[src/rtl/sel_alu_pkg.sv]
package sel_alu_pkg;
  // section select (sel[2])
  localparam logic SEC_ARITH = 1'b0;
  localparam logic SEC_LOGIC = 1'b1;

  // logic functions on sel[1:0]
  typedef enum logic [1:0] {
    LF_AND  = 2'b00,
    LF_OR   = 2'b01,
    LF_XOR  = 2'b10,
    LF_NOTA = 2'b11
  } logic_fn_e;

  // adder second-operand choices on sel[1:0]
  typedef enum logic [1:0] {
    YS_ZERO = 2'b00,
    YS_B    = 2'b01,
    YS_NOTB = 2'b10,
    YS_ONES = 2'b11
  } ysel_e;
endpackage

[src/rtl/sel_alu_slice.sv]
// One bit of the ALU: steered-operand gate, full adder, logic cell, section mux.
module sel_alu_slice
  import sel_alu_pkg::*;
(
  input  logic       a_i,
  input  logic       b_i,
  input  logic [1:0] fsel_i,
  input  logic       sec_i,
  input  logic       c_i,
  output logic       c_o,
  output logic       r_o
);
  logic y_bit;
  logic sum_bit;
  logic lg_bit;

  // steered operand: B when fsel[0], ~B when fsel[1]; both -> 1, neither -> 0
  always_comb begin
    y_bit = (b_i & fsel_i[0]) | (~b_i & fsel_i[1]);
  end

  always_comb begin
    sum_bit = a_i ^ y_bit ^ c_i;
    c_o     = (a_i & y_bit) | (c_i & (a_i ^ y_bit));
  end

  always_comb begin
    unique case (logic_fn_e'(fsel_i))
      LF_AND:  lg_bit = a_i & b_i;
      LF_OR:   lg_bit = a_i | b_i;
      LF_XOR:  lg_bit = a_i ^ b_i;
      default: lg_bit = ~a_i;
    endcase
  end

  always_comb begin
    r_o = (sec_i == SEC_LOGIC) ? lg_bit : sum_bit;
  end
endmodule

[src/rtl/sel_alu_flags.sv]
// Status generation from the assembled result and the top carries.
module sel_alu_flags
  import sel_alu_pkg::*;
#(
  parameter int WIDTH = 8
) (
  input  logic [WIDTH-1:0] res_i,
  input  logic             c_msb_in_i,
  input  logic             c_msb_out_i,
  input  logic             sec_i,
  output logic             cout_o,
  output logic             ovf_o,
  output logic             neg_o,
  output logic             zero_o
);
  always_comb begin
    if (sec_i == SEC_LOGIC) begin
      cout_o = 1'b0;
      ovf_o  = 1'b0;
    end else begin
      cout_o = c_msb_out_i;
      ovf_o  = c_msb_in_i ^ c_msb_out_i;
    end
    neg_o  = res_i[WIDTH-1];
    zero_o = ~(|res_i);
  end

  always_comb begin
    if (sec_i == SEC_LOGIC) begin
      assert_logic_no_carry_R6: assert (!cout_o && !ovf_o)
        else $error("logic op raised carry or overflow");
    end
    assert_neg_zero_excl_R8: assert (!(neg_o && zero_o))
      else $error("negative and zero both set");
  end
endmodule

[src/rtl/sel_alu.sv]
module sel_alu
  import sel_alu_pkg::*;
#(
  parameter int WIDTH = 8
) (
  input  logic [WIDTH-1:0] opa,
  input  logic [WIDTH-1:0] opb,
  input  logic [2:0]       sel,
  input  logic             cin,
  output logic [WIDTH-1:0] res,
  output logic             cout,
  output logic             ovf,
  output logic             neg,
  output logic             zero
);
  localparam int MSB = WIDTH - 1;

  logic [WIDTH:0]   carry;
  logic [WIDTH-1:0] res_w;

  assign carry[0] = cin;

  for (genvar i = 0; i < WIDTH; i++) begin : g_slice
    sel_alu_slice u_slice (
      .a_i    (opa[i]),
      .b_i    (opb[i]),
      .fsel_i (sel[1:0]),
      .sec_i  (sel[2]),
      .c_i    (carry[i]),
      .c_o    (carry[i+1]),
      .r_o    (res_w[i])
    );
  end

  sel_alu_flags #(.WIDTH(WIDTH)) u_flags (
    .res_i       (res_w),
    .c_msb_in_i  (carry[MSB]),
    .c_msb_out_i (carry[WIDTH]),
    .sec_i       (sel[2]),
    .cout_o      (cout),
    .ovf_o       (ovf),
    .neg_o       (neg),
    .zero_o      (zero)
  );

  assign res = res_w;

  always_comb begin
    // transfer with no increment can never carry or overflow
    if (sel == 3'b000 && !cin) begin
      assert_transfer_quiet_R4: assert (!cout && !ovf && res == opa)
        else $error("plain transfer altered flags or data");
    end
    // A + all-ones + 1 returns A with a carry out
    if (sel == 3'b011 && cin) begin
      assert_dec_inc_identity_R2: assert (res == opa && cout)
        else $error("A-1+1 did not return A");
    end
    // unsigned add wraps exactly when the result drops below A
    if (sel == 3'b001 && !cin) begin
      assert_add_wrap_R3: assert (cout == (res < opa))
        else $error("carry disagrees with wrap");
    end
    if (sel == 3'b111) begin
      assert_not_a_R5: assert ((res ^ opa) == {WIDTH{1'b1}})
        else $error("NOT A mismatch");
    end
    assert_zero_flag_R7: assert (zero == (res == '0))
      else $error("zero flag mismatch");
  end
endmodule

[config.mk]
export PLATFORM = sky130hd
export DESIGN_NAME = sel_alu
export DESIGN_NICKNAME = d
export VERILOG_FILES = /design/src/rtl/sel_alu_pkg.sv /design/src/rtl/sel_alu_slice.sv /design/src/rtl/sel_alu_flags.sv /design/src/rtl/sel_alu.sv
export SDC_FILE = /design/constraint.sdc
export NUM_CORES = 1
export LEC_CHECK = 0
export BUFFER_PORTS_ARGS = -buffer_cell sky130_fd_sc_hd__buf_2
export CAP_MARGIN = 0
export CELL_PAD_IN_SITES_DETAIL_PLACEMENT = 0
export CELL_PAD_IN_SITES_GLOBAL_PLACEMENT = 1
export CORE_MARGIN = 2
export CORE_UTILIZATION = 40
export DETAILED_ROUTE_END_ITERATION = 8
export PLACE_DENSITY_LB_ADDON = 0.2
export SLEW_MARGIN = 20
export SYNTH_ARGS = -nofsm -noshare
export SYNTH_HDL_FRONTEND = slang
export SYNTH_HIERARCHICAL = 1
export SYNTH_SLANG_ARGS = --single-unit
[constraint.sdc]
create_clock -name vclk -period 12.35
set_clock_uncertainty 0.15 [all_clocks]
set_input_delay 3.705 -clock vclk [all_inputs]
set_output_delay 3.705 -clock vclk [all_outputs]
set_load 0.1 [all_outputs]
==> results of run 1 <==
kinds of logic (layout without fill, tap and decap cells):
family / after synthesis / count (layout) / synth area share
muxes: 24 / 24 / 0.2646
AOI/OAI and AO/OA: 8 / 8 / 0.1376
and+or+nand+nor: 21 / 21 / 0.1045
xor gates and xnor gates: 1 / 1 / 0.009261
buffers and inverters: 25 / 58 / 0.1032
adders and majority gates: 24 / 24 / 0.3809
path summary, 6_finish.rpt:
check | from | end | slack, ps
max | opb[0] | zero | 200
min | sel[2] | ovf | 7910
cell usage after synthesis:
master and count:
buf_4 1, fa_1 8, ha_1 16, inv_1 24, mux2_1 8, mux2i_1 16, nand2_1 8, nand3_1 8
nor2_1 2, nor2b_1 1, o311ai_2 8, or4_1 2, xnor2_1 1
tightest hold or removal path, delay by kind of cell:
family        cells  cell delay [ps]
buf+inv           2              560
simple gates      1               80
report_power, final:
part / leakage (nW) / switching [mW] / total [mW] / internal, mW
Sequential: 0 / 0 / 0 / 0
Combinational: 0.643 / 0.0705 / 0.0950 / 0.0246
Clock: 0 / 0 / 0 / 0
Total: 0.643 / 0.0705 / 0.0950 / 0.0246
stage by stage:
step | power, mW | util | std cells
after floorplan | 0.07576 | - | 103
after global placement | 0.09475 | 0.5367 | 164
after detailed placement | 0.09632 | 0.5367 | 164
after CTS | 0.09660 | 0.5367 | 164
after global routing | 0.1023 | 0.5367 | 164
final | 0.09504 | 0.5367 | 164
cell type report:
type,instances,area [µm²],area share
multi-input combinational,78,883.3,0.7370
timing repair buffer,34,190.2,0.1587
inverter,24,90.09,0.07516
tap,28,35.03,0.02923
metal layers:
| metal | part of all wire | wire (µm) | vias to the layer above | global-route usage |
|---|---|---|---|---|
| met4 | 0.0086 | 17 | 0 | 0.01282 |
| met5 | 0 | 0 | - | 0 |
| li1 | - | - | 424 | - |
| met3 | 0.028 | 56 | 2 | 0 |
| met2 | 0.51 | 999 | 19 | 0.2958 |
| met1 | 0.46 | 899 | 375 | 0.1962 |
==> flow_results.xml, run 1 <==
<?xml version="1.0" encoding="UTF-8"?>
<metrics>
  <group name="synth">
    <metric name="synth_top_area_frac" unit="">0.2116</metric>
    <metric name="share_of_the_yosys_chip_area_belonging_to_registers" unit="">0</metric>
    <metric name="synth_cells" unit="">103</metric>
    <metric name="post_synth_main_area_contributors" unit="">ha_1 (21%), fa_1 (17%), mux2i_1 (17%)</metric>
    <metric name="syn_area" unit="µm²">945.9</metric>
    <metric name="synth-warning-count" unit="">6</metric>
    <metric name="post-synth-top-area-cell" unit="">ha_1</metric>
    <metric name="post_synth.cell_area_avg" unit="µm²">9.184</metric>
    <metric name="yosysUniqueCellTypes" unit="">13</metric>
    <metric name="syn-num-nets" unit="">147</metric>
  </group>
  <group name="setup_path">
    <metric name="crit_slowest_cell" unit="">or4_1</metric>
    <metric name="worst_path_most_repeated_cell" unit="">fa_2</metric>
    <metric name="req_time_crit_path" unit="ps">8490</metric>
    <metric name="timing.critical_path.slowest_cell_delay" unit="ps">530</metric>
    <metric name="crit_family" unit="">adder cells</metric>
    <metric name="timing.critical_path.to_type" unit="">output pin</metric>
    <metric name="worstPathArrival" unit="ps">8300</metric>
    <metric name="crit_type" unit="">input port to output pin</metric>
    <metric name="timing.critical_path.buf_inv" unit="">2</metric>
    <metric name="crit_path_max_fanout" unit="">3</metric>
    <metric name="crit_path_cells" unit="">buf_2, mux2_1, fa_2, fa_2, fa_2, fa_2, fa_2, fa_2, fa_2, fa_1, nand2_1, o311ai_4, or4_1, nor2_4, buf_12</metric>
    <metric name="worstSetupStartpointType" unit="">input port</metric>
    <metric name="timing.critical_path.depth" unit="">15</metric>
  </group>
  <group name="drt">
    <metric name="drc_errors" unit="">0</metric>
    <metric name="drt_iter0_markers" unit="">6</metric>
    <metric name="ant_nets" unit="">0</metric>
    <metric name="wl" unit="µm">1971</metric>
    <metric name="num_vias" unit="">820</metric>
    <metric name="firstDrtPassIters" unit="">4</metric>
    <metric name="post_detailed_route_wirelength_per_cell" unit="µm">12.02</metric>
    <metric name="routed_via_density" unit="">5.000</metric>
  </group>
  <group name="global_route">
    <metric name="grt.overflow.total" unit="">0</metric>
    <metric name="grt_max_degree" unit="">23</metric>
    <metric name="track_usage" unit="">0.1535</metric>
    <metric name="grt_pass1_wl" unit="µm">3318</metric>
    <metric name="first_global_vias" unit="">772</metric>
    <metric name="number_of_antenna_violations_at_the_first_check_in_global_routing" unit="">0</metric>
  </group>
  <group name="layout">
    <metric name="finalInstanceArea" unit="µm²">1199</metric>
    <metric name="leading_cell_type_in_the_layout_fill_and_taps_excluded" unit="">buf_2</metric>
    <metric name="filler_cell_count" unit="">225</metric>
    <metric name="syn_to_final_growth" unit="%">26.72</metric>
    <metric name="ff_latch_area" unit="µm²">0</metric>
    <metric name="clock_buffers" unit="">0</metric>
    <metric name="final_net_count" unit="">182</metric>
    <metric name="drive_above_1_share" unit="">0.3676</metric>
    <metric name="antenna_cells" unit="">0</metric>
    <metric name="layout.cells.most_common_list" unit="">buf_2 (31), inv_1 (24), mux2i_1 (16), ha_1 (16)</metric>
    <metric name="layout.sequential_cells" unit="">0</metric>
  </group>
  <group name="floorplan">
    <metric name="placementRows" unit="">17</metric>
    <metric name="effective_utilization_at_floorplan" unit="">0.4235</metric>
    <metric name="design.portCount" unit="">32</metric>
    <metric name="die_ar" unit="µm²">2770</metric>
    <metric name="floorplan.die.height" unit="µm">52.63</metric>
    <metric name="core_area" unit="µm²">2233</metric>
    <metric name="die_width" unit="µm">52.63</metric>
  </group>
  <group name="timing">
    <metric name="setup_slack" unit="ps">198.5</metric>
    <metric name="achievable-frequency" unit="MHz">82.29</metric>
    <metric name="final-hold-violation-count" unit="">0</metric>
    <metric name="hold_ws" unit="ps">7912</metric>
    <metric name="timing_max_transition_violations_final" unit="">0</metric>
    <metric name="finalSetupViolCount" unit="">0</metric>
    <metric name="slew_headroom" unit="">0.6756</metric>
    <metric name="accumulated_negative_setup_slack" unit="ps">0</metric>
    <metric name="final_min_period_over_clock_period" unit="">0.9839</metric>
    <metric name="finalWorstPathRequiredPeriod" unit="ps">12150</metric>
    <metric name="max_slew.worst_pin.slew" unit="ps">489.9</metric>
    <metric name="rsz0062_at_grt" unit="">no</metric>
  </group>
  <group name="worst_hold_path">
    <metric name="min_path_type" unit="">input port to output pin</metric>
    <metric name="hold_depth" unit="">3</metric>
  </group>
  <group name="placement">
    <metric name="portBuffers" unit="">32</metric>
    <metric name="globalplace.congestion" unit="">0.7730</metric>
    <metric name="dp_hpwl" unit="µm">1688</metric>
    <metric name="place_worst_setup_slack" unit="ps">151.1</metric>
    <metric name="placed_area" unit="µm²">1199</metric>
  </group>
  <group name="cts">
    <metric name="post_cts_resized" unit="">0</metric>
    <metric name="holdBufCountCts" unit="">0</metric>
    <metric name="cts_post_setup_buffers_inserted" unit="">0</metric>
  </group>
  <group name="job">
    <metric name="maxCapViolations" unit="">0</metric>
  </group>
  <group name="pwr">
    <metric name="ir_worst_vdd" unit="µV">52.06</metric>
    <metric name="power_per_cell_area" unit="nW/µm²">79.29</metric>
    <metric name="static-leakage-power" unit="nW">0.6425</metric>
  </group>
  <group name="run_status">
    <metric name="run_status" unit="">completed</metric>
  </group>
</metrics>
Note: power is estimated with default switching activity, not from simulation.
==> run 2, diff against run 1 <==
CORE_ASPECT_RATIO = 0.8   (was default)
==> run 2 against run 1 <==
Effect of this change: utilization increased by 0.75 points; total power decreased by 0.34%; wire length decreased by 3.3%.
==> flow_results.xml, run 2 (synthesized netlist as in run 1, its figures left out) <==
<?xml version="1.0" encoding="UTF-8"?>
<metrics>
  <group name="setup_path">
    <metric name="crit_path_max_fanout" unit="">3</metric>
    <metric name="timing.critical_path.to_type" unit="">output pin</metric>
    <metric name="worstPathArrival" unit="ps">8270</metric>
    <metric name="req_time_crit_path" unit="ps">8490</metric>
    <metric name="worstSetupStartpointType" unit="">input port</metric>
    <metric name="crit_type" unit="">input port to output pin</metric>
  </group>
  <group name="floorplan">
    <metric name="floorplan.die.height" unit="µm">47.50</metric>
    <metric name="die_width" unit="µm">58.37</metric>
    <metric name="design.portCount" unit="">32</metric>
    <metric name="die_ar" unit="µm²">2772</metric>
    <metric name="placementRows" unit="">15</metric>
    <metric name="effective_utilization_at_floorplan" unit="">0.4308</metric>
    <metric name="core_area" unit="µm²">2196</metric>
  </group>
  <group name="pwr">
    <metric name="power.share.switching" unit="">0.7422</metric>
    <metric name="power.sequential.fraction" unit="">0</metric>
    <metric name="combinational_power_share" unit="">1.000</metric>
    <metric name="static-leakage-power" unit="nW">0.6425</metric>
    <metric name="ir_worst_vdd" unit="µV">69.94</metric>
    <metric name="power.clock.fraction" unit="">0</metric>
    <metric name="switching_power" unit="mW">0.07030</metric>
    <metric name="power_per_cell_area" unit="nW/µm²">79.27</metric>
    <metric name="internal_power" unit="mW">0.02442</metric>
    <metric name="post-layout-total-power" unit="mW">0.09472</metric>
  </group>
  <group name="timing">
    <metric name="final_min_period_over_clock_period" unit="">0.9820</metric>
    <metric name="final-hold-violation-count" unit="">0</metric>
    <metric name="finalWorstPathRequiredPeriod" unit="ps">12130</metric>
    <metric name="slew_headroom" unit="">0.6755</metric>
    <metric name="achievable-frequency" unit="MHz">82.46</metric>
    <metric name="max_slew.worst_pin.slew" unit="ps">490.1</metric>
    <metric name="rsz0062_at_grt" unit="">no</metric>
    <metric name="accumulated_negative_setup_slack" unit="ps">0</metric>
    <metric name="finalSetupViolCount" unit="">0</metric>
    <metric name="timing_max_transition_violations_final" unit="">0</metric>
  </group>
  <group name="drt">
    <metric name="drt_iter0_markers" unit="">20</metric>
    <metric name="wl_met1" unit="µm">887</metric>
    <metric name="wl" unit="µm">1905</metric>
    <metric name="route.met3.wl" unit="µm">101</metric>
    <metric name="routed_via_density" unit="">5.068</metric>
    <metric name="ant_nets" unit="">0</metric>
    <metric name="drc_errors" unit="">0</metric>
    <metric name="firstDrtPassIters" unit="">3</metric>
    <metric name="dr_wl_met2" unit="µm">916</metric>
    <metric name="post_detailed_route_wirelength_per_cell" unit="µm">11.83</metric>
    <metric name="num_vias" unit="">816</metric>
    <metric name="topRoutingLayerUsed" unit="">met3</metric>
  </group>
  <group name="worst_hold_path">
    <metric name="min_from" unit="">sel[2]</metric>
    <metric name="min_path_type" unit="">input port to output pin</metric>
    <metric name="whs_endpoint" unit="">cout</metric>
    <metric name="hold_depth" unit="">3</metric>
  </group>
  <group name="layout">
    <metric name="layout.cells.most_common_list" unit="">buf_2 (31), inv_1 (24), mux2i_1 (16), ha_1 (16)</metric>
    <metric name="drive_above_1_share" unit="">0.3676</metric>
    <metric name="clock_buffers" unit="">0</metric>
    <metric name="syn_to_final_growth" unit="%">26.32</metric>
    <metric name="finalInstanceArea" unit="µm²">1195</metric>
    <metric name="leading_cell_type_in_the_layout_fill_and_taps_excluded" unit="">buf_2</metric>
    <metric name="final_net_count" unit="">182</metric>
    <metric name="antenna_cells" unit="">0</metric>
    <metric name="layout.sequential_cells" unit="">0</metric>
    <metric name="ff_latch_area" unit="µm²">0</metric>
  </group>
  <group name="global_route">
    <metric name="grt.overflow.total" unit="">0</metric>
    <metric name="track_usage" unit="">0.1480</metric>
    <metric name="number_of_antenna_violations_at_the_first_check_in_global_routing" unit="">0</metric>
    <metric name="first_global_vias" unit="">704</metric>
    <metric name="grt_max_degree" unit="">23</metric>
    <metric name="grt_pass1_wl" unit="µm">3249</metric>
  </group>
  <group name="run_status">
    <metric name="run_status" unit="">completed</metric>
  </group>
  <group name="placement">
    <metric name="placed_area" unit="µm²">1195</metric>
    <metric name="dp_hpwl" unit="µm">1588</metric>
    <metric name="portBuffers" unit="">32</metric>
    <metric name="globalplace.congestion" unit="">0.7611</metric>
  </group>
  <group name="cts">
    <metric name="holdBufCountCts" unit="">0</metric>
    <metric name="cts_post_setup_buffers_inserted" unit="">0</metric>
    <metric name="post_cts_resized" unit="">0</metric>
  </group>
  <group name="job">
    <metric name="maxCapViolations" unit="">0</metric>
  </group>
</metrics>
==> run 2: cell counts in the layout (fill, tap and decap cells not counted) <==
Identical to the previous run, type by type.
==> run 2: per-layer routing <==
metal | GRT usage | up-vias
met5 | 0 | -
met2 | 0.2652 | 17
met3 | 0.01081 | 0
li1 | - | 423
met4 | 0 | 0
met1 | 0.2115 | 376
==> run 2: area by class of cell <==
type / instances / area [µm²]
tap: 25 / 31.28
multi-input combinational: 78 / 883.3
timing repair buffer: 34 / 190.2
inverter: 24 / 90.09
fill: 219 / 1001
==> run 2: stage by stage <==
step                setup WS (ps)    util  hold WS (ps)  cells
floorplan                  -121.0       -          7589    103
global placement            225.8  0.5442          7914    161
detailed placement          195.6  0.5442          7910    161
CTS                         195.6  0.5442          7917    161
global route                27.06  0.5442          7988    161
finish                      222.4  0.5442          7921    161
==> run 2: critical path, cell delays in order <==
cell      delay [ps]
buf_2            120
mux2_1           320
fa_2             350
fa_2             370
fa_2             370
fa_2             370
fa_2             370
fa_2             370
fa_2             400
fa_1             460
nand2_1          110
o311ai_4         100
or4_1            540
nor2_4           130
buf_12           180
==> run 2: power groups by stage <==
| stage | combinational, mW | clock [mW] | sequential (mW) |
|---|---|---|---|
| floorplan | 0.0758 | 0 | 0 |
| global placement | 0.0946 | 0 | 0 |
| detailed placement | 0.0957 | 0 | 0 |
| CTS | 0.0959 | 0 | 0 |
| global route | 0.102 | 0 | 0 |
| finish | 0.0947 | 0 | 0 |
==> run 2: how the worst max path moves through the flow <==
stage                      start  slack (ps)  endpoint
final                     opb[0]         220      zero
after global routing      opb[0]          30      zero
after CTS                 opb[0]         200      zero
after detailed placement  opb[0]         200      zero
after global placement    opb[0]         230      zero
after floorplan           opb[0]        -120      zero
